--- src/rtl/vsr_pkg.sv ---
package vsr_pkg;
  localparam int unsigned SPR_AW      = 8;
  localparam int unsigned PRE_END     = 64;   // first dot of the scan-copy window
  localparam int unsigned SCAN_END    = 192;
  localparam int unsigned EVAL_END    = 256;
  localparam int unsigned FETCH_END   = 320;
  localparam logic [7:0]  LAST_SLOT   = 8'hFC;
  localparam logic [7:0]  SLOT_MASK   = 8'hFC;
  localparam int unsigned NMI_WIN_MAX = 3;

  typedef struct packed {
    logic       vblank;
    logic       spr0_hit;
    logic       spr_ovf;
    logic [4:0] zero;
  } status_t;
endpackage

--- src/rtl/vsr_spr_addr_sel.sv ---
module vsr_spr_addr_sel
  import vsr_pkg::*;
#(
  parameter int unsigned DOT_W     = 9,
  parameter int unsigned LINE_W    = 9,
  parameter int unsigned VIS_LINES = 240
) (
  input  logic [DOT_W-1:0]  dot_i,
  input  logic [LINE_W-1:0] line_i,
  input  logic              render_en_i,
  input  logic [SPR_AW-1:0] spr_addr_i,
  output logic [SPR_AW-1:0] ram_addr_o,
  output logic              force_ff_o
);
  logic             active;
  logic [DOT_W-1:0] rel;

  assign active = render_en_i && (line_i < LINE_W'(VIS_LINES));

  always_comb begin
    ram_addr_o = spr_addr_i;
    force_ff_o = 1'b0;
    rel        = '0;
    if (active) begin
      if (dot_i < DOT_W'(PRE_END)) begin
        force_ff_o = 1'b1;
      end else if (dot_i < DOT_W'(SCAN_END)) begin
        rel        = dot_i - DOT_W'(PRE_END);
        ram_addr_o = {rel[6:0], 1'b0} & SLOT_MASK;
      end else if (dot_i < DOT_W'(EVAL_END)) begin
        if (dot_i[0]) begin
          ram_addr_o = LAST_SLOT;
        end else begin
          rel        = dot_i - DOT_W'(SCAN_END);
          ram_addr_o = {rel[6:0], 1'b0} & SLOT_MASK;
        end
      end else if (dot_i < DOT_W'(FETCH_END)) begin
        force_ff_o = 1'b1;
      end else begin
        ram_addr_o = '0;
      end
    end
  end
endmodule

--- src/rtl/vsr_status.sv ---
module vsr_status
  import vsr_pkg::*;
#(
  parameter int unsigned DOT_W    = 9,
  parameter int unsigned LINE_W   = 9,
  parameter int unsigned VBL_LINE = 241
) (
  input  logic              clk_i,
  input  logic              rst_ni,
  input  logic              status_rd_i,
  input  logic [DOT_W-1:0]  dot_i,
  input  logic [LINE_W-1:0] line_i,
  input  logic              vblank_i,
  input  logic              spr0_hit_i,
  input  logic              spr_ovf_i,
  input  logic              nmi_req_i,
  output status_t           status_o,
  output logic              vblank_clr_o,
  output logic              toggle_clr_o,
  output logic              nmi_o
);
  logic in_win, kill_d, kill_q, clr_q, nmi_q;

  assign status_o = '{vblank: vblank_i, spr0_hit: spr0_hit_i, spr_ovf: spr_ovf_i, zero: '0};

  assign in_win = status_rd_i && (line_i == LINE_W'(VBL_LINE))
                  && (dot_i <= DOT_W'(NMI_WIN_MAX));
  // suppression persists until the request has dropped once
  assign kill_d = in_win || (kill_q && nmi_req_i);

  always_ff @(posedge clk_i or negedge rst_ni) begin
    if (!rst_ni) begin
      kill_q <= 1'b0;
      clr_q  <= 1'b0;
      nmi_q  <= 1'b0;
    end else begin
      kill_q <= kill_d;
      clr_q  <= status_rd_i;
      nmi_q  <= nmi_req_i && !kill_d;
    end
  end

  assign vblank_clr_o = clr_q;
  assign toggle_clr_o = clr_q;
  assign nmi_o        = nmi_q;

  AST_CLR_AFTER_READ: assert property (@(posedge clk_i) disable iff (!rst_ni)
    status_rd_i |=> (vblank_clr_o && toggle_clr_o));
  AST_NO_SPURIOUS_CLR: assert property (@(posedge clk_i) disable iff (!rst_ni)
    !status_rd_i |=> !vblank_clr_o);
  AST_NMI_SUPPRESSED: assert property (@(posedge clk_i) disable iff (!rst_ni)
    in_win |=> !nmi_o);
  AST_NMI_NEEDS_REQ: assert property (@(posedge clk_i) disable iff (!rst_ni)
    !nmi_req_i |=> !nmi_o);
endmodule

--- src/rtl/vsr_read_port.sv ---
module vsr_read_port
  import vsr_pkg::*;
#(
  parameter int unsigned DOT_W     = 9,
  parameter int unsigned LINE_W    = 9,
  parameter int unsigned VIS_LINES = 240,
  parameter int unsigned VBL_LINE  = 241
) (
  input  logic              clk_i,
  input  logic              rst_ni,
  input  logic [DOT_W-1:0]  dot_i,
  input  logic [LINE_W-1:0] line_i,
  input  logic              render_en_i,
  input  logic              vblank_i,
  input  logic              spr0_hit_i,
  input  logic              spr_ovf_i,
  input  logic              nmi_req_i,
  input  logic              status_rd_i,
  input  logic              spr_rd_i,
  input  logic [7:0]        spr_addr_i,
  output logic [7:0]        ram_addr_o,
  input  logic [7:0]        ram_data_i,
  output logic [7:0]        rd_data_o,
  output logic              vblank_clr_o,
  output logic              toggle_clr_o,
  output logic              nmi_o
);
  status_t    status;
  logic       force_ff;
  logic [7:0] rd_q;

  vsr_spr_addr_sel #(.DOT_W(DOT_W), .LINE_W(LINE_W), .VIS_LINES(VIS_LINES)) u_addr (
    .dot_i       (dot_i),
    .line_i      (line_i),
    .render_en_i (render_en_i),
    .spr_addr_i  (spr_addr_i),
    .ram_addr_o  (ram_addr_o),
    .force_ff_o  (force_ff)
  );

  vsr_status #(.DOT_W(DOT_W), .LINE_W(LINE_W), .VBL_LINE(VBL_LINE)) u_status (
    .clk_i        (clk_i),
    .rst_ni       (rst_ni),
    .status_rd_i  (status_rd_i),
    .dot_i        (dot_i),
    .line_i       (line_i),
    .vblank_i     (vblank_i),
    .spr0_hit_i   (spr0_hit_i),
    .spr_ovf_i    (spr_ovf_i),
    .nmi_req_i    (nmi_req_i),
    .status_o     (status),
    .vblank_clr_o (vblank_clr_o),
    .toggle_clr_o (toggle_clr_o),
    .nmi_o        (nmi_o)
  );

  // status wins when both strobes coincide
  always_ff @(posedge clk_i or negedge rst_ni) begin
    if (!rst_ni)          rd_q <= '0;
    else if (status_rd_i) rd_q <= status;
    else if (spr_rd_i)    rd_q <= force_ff ? 8'hFF : ram_data_i;
  end

  assign rd_data_o = rd_q;

  AST_STATUS_LOW_ZERO: assert property (@(posedge clk_i) disable iff (!rst_ni)
    status_rd_i |=> (rd_data_o[4:0] == 5'd0));
  AST_STATUS_VBL_BIT: assert property (@(posedge clk_i) disable iff (!rst_ni)
    status_rd_i |=> (rd_data_o[7] == $past(vblank_i)));
  AST_FORCED_FF: assert property (@(posedge clk_i) disable iff (!rst_ni)
    (spr_rd_i && !status_rd_i && force_ff) |=> (rd_data_o == 8'hFF));
  AST_SPR_FROM_RAM: assert property (@(posedge clk_i) disable iff (!rst_ni)
    (spr_rd_i && !status_rd_i && !force_ff) |=> (rd_data_o == $past(ram_data_i)));
  AST_HOLD: assert property (@(posedge clk_i) disable iff (!rst_ni)
    (!spr_rd_i && !status_rd_i) |=> $stable(rd_data_o));
endmodule

--- config.mk ---
export PLATFORM = sky130hd
export DESIGN_NAME = vsr_read_port
export DESIGN_NICKNAME = d
export VERILOG_FILES = /design/src/rtl/vsr_pkg.sv /design/src/rtl/vsr_spr_addr_sel.sv /design/src/rtl/vsr_status.sv /design/src/rtl/vsr_read_port.sv
export SDC_FILE = /design/constraint.sdc
export NUM_CORES = 1
export LEC_CHECK = 0
export BUFFER_PORTS_ARGS = -buffer_cell sky130_fd_sc_hd__buf_2
export CAP_MARGIN = 10
export CORE_ASPECT_RATIO = 0.7
export CORE_MARGIN = 2
export CORE_UTILIZATION = 40
export DETAILED_ROUTE_END_ITERATION = 7
export HOLD_SLACK_MARGIN = 0.05
export PLACE_DENSITY = 0.79
export SYNTH_ARGS = -nofsm -noshare
export SYNTH_HDL_FRONTEND = slang
export SYNTH_HIERARCHICAL = 1
export SYNTH_SLANG_ARGS = --single-unit
--- constraint.sdc ---
create_clock -name clk_i -period 2.2 [get_ports clk_i]
set_input_delay 0.33 -clock clk_i [delete_from_list [all_inputs] [get_ports clk_i]]
set_output_delay 0.33 -clock clk_i [all_outputs]
set_load 0.05 [all_outputs]
==> out/results.txt <==
CP max-delay cell = mux2_2
max-slew violations = 0
register area share after synthesis = 0.326
largest net degree at the start of global routing = 19
Routed WL per cell = 14.1 um
R2R setup slack = 1480 ps
Post-DRT Antenna Nets = 0
synthesized instance count = 91
Tmin final = 1690 ps
vias in the first global route = 871
boundary pin count = 62
top cells by area, synth = dfrtp_1, buf_4, mux2_2
Die ar. = 2500 um2
drt pass-1 iters = 6
vias per cell = 5.03
share of cells above drive strength 1 = 0.537
Finish-stage setup viols = 0
cell type with the highest aggregate area in the netlist = dfrtp_1
drc violations = 2
FF-to-FF Start = u_status/kill_q
Top Metal Used = met4
Final Instance Area = 1140 um2
clk buf depth = 2
flip-flop and latch count after synthesis = 11
critical setup path kind = input port to primary output
number of buffers and inverters on the critical path = 2
crit-path cells = buf_2 > o211ai_4 > mux2_2 > buf_2
DIE WIDTH = 58.9 um
CTS sink count = 11
power density cells = 541 nW/um2
Initial Util = 0.439
Worst Hold End = rd_data_o[5]
met2 WL = 1.34 mm
via count = 860
Placed Area = 1100 um2
DP HPWL = 1.92 mm
CP Data Required Time = 1870 ps
Core Region = 1920 um2
Avg Inst Size Synth = 9.27 um2
Max Cap Viol = 0
Area Growth Syn to Fin = 35.0%
most frequent cells in the layout = buf_2, dfrtp_1, nand2_1
Metal-1 WL = 891 um
Hold Crit Depth = 3
row count = 13
Final Hold Viols = 0
Critical Path End Type = primary output
Clock Latency Late Sink = 260 ps
Num CTS Buffers = 3
Diodes inserted = 0
grt ovf = 0
drt initial violations = 23
post_cts resized = 0
Leakage Power = 0.586 nW
initial antenna violation count = 0
TNS Setup = 0 ps
Worst R2R Path Depth = 1
global-route wire length before repair = 3.90 mm
Startpoint Class = input port
Yosys Warn Count = 6
final worst clock skew = 0.180 ps
Critical R2R Capture = u_status/nmi_o
Tot GR Track Use = 0.206
CP delay by family, top = multiplexers
Worst-path clk slew = 70 ps
H-tree levels = 1
Worst Hold Class = input port to flop
synthesized area = 843 um2
met3 wire len = 166 um
post-synthesis cell type count = 29
Max Fanout on Critical Path = 8
failing checks = design-rule violations
Largest stage delay, worst path = 370 ps
RSZ-0062 raised after global routing = no
pre-CTS setup slack = 512 ps
CTS tree = done
crit path DAT = 1360 ps
status = finished with violations
Root Driver = clkbuf_4
Worst IR Drop VDD = 0.000262 V
DRT Wirelength = 2.41 mm
final worst slack = 509 ps
hold path start = spr_ovf_i
Yosys top cell area share = 0.326
fin crit share = 0.769
Highest Clock Rate = 591 MHz
most common cell after layout, fill and taps aside = buf_2
DIE HEIGHT = 42.4 um
Placer Congestion = 0.779
CP dominant cell by count = buf_2
IO Port Bufs = 61
nets@finish = 193
# fillers = 184
## cell usage after synthesis, drive strengths merged
master   number
buf          13
dfrtp        11
nand2         9
nor3b         9
nor2          8
o31ai         8
inv           6
mux2          5
o21ai         5
and2          2
nand4         2
nor4          2
a311oi        1
a32o          1
conb          1
nand2b        1
nand3b        1
nand4b        1
nor2b         1
nor3          1
o211ai        1
o2bb2ai       1
or4b          1
## power by group
| part | switching, mW | internal, mW |
|---|---|---|
| registers | 0.00763 | 0.218 |
| logic | 0.171 | 0.0805 |
| clock network | 0.0681 | 0.0701 |
| total | 0.247 | 0.368 |
## stage by stage
stage	std cells	hold slack [ps]	power [mW]	util
2_1_floorplan	95	34.4	0.406	-
3_3_place_gp	166	208	0.472	0.574
3_5_place_dp	166	213	0.480	0.574
4_1_cts	171	259	0.622	0.593
5_1_grt	171	276	0.653	0.593
6_report	171	264	0.616	0.593
## sequential cells by signal, indices dropped and copies added, names as in the netlist
name and flops:
u_status/nmi_o 1, rd_data_o 8, u_status/kill_q 1, u_status/toggle_clr_o 1
## final cells by class
cell class / count / area (um2) / share of cell area
multi-input combinational: 65 / 464 / 0.408
timing repair buffer: 63 / 323 / 0.284
sequential: 11 / 275 / 0.242
tap: 22 / 27.5 / 0.0242
clock buffer: 4 / 26.3 / 0.0231
inverter: 6 / 22.5 / 0.0198
## layer usage
metal / track usage / vias up
met3: 0.0247 / 2
met5: 0 / -
met4: 0.0773 / 0
met1: 0.240 / 399
met2: 0.378 / 35
li1: - / 424
## cell families after synthesis
kind of cell	count (synthesis)	share of synthesized area
AOI/OAI and AO/OA	17	0.171
muxes	5	0.0668
and+or+nand+nor	38	0.291
other	1	0.00445
buffers and inverters	19	0.141
DFF	11	0.326
## repair_timing
action                    CTS  global route
hold buffers                1             0
setup buffers               0             0
hold endpoints to repair   11             0
## worst max-delay path by stage
| stage | start | end | slack, ps | cells past startpoint |
|---|---|---|---|---|
| 6_report | dot_i[7] | ram_addr_o[3] | 510 | 4 |
| 5_1_grt | dot_i[8] | ram_addr_o[6] | 440 | 5 |
| 4_1_cts | dot_i[7] | ram_addr_o[3] | 510 | 4 |
| 3_5_place_dp | dot_i[7] | ram_addr_o[3] | 510 | 4 |
| 3_3_place_gp | dot_i[7] | ram_addr_o[3] | 540 | 4 |
| 2_1_floorplan | render_en_i | ram_addr_o[7] | 560 | 3 |
Note: power is estimated with default switching activity, not from simulation.
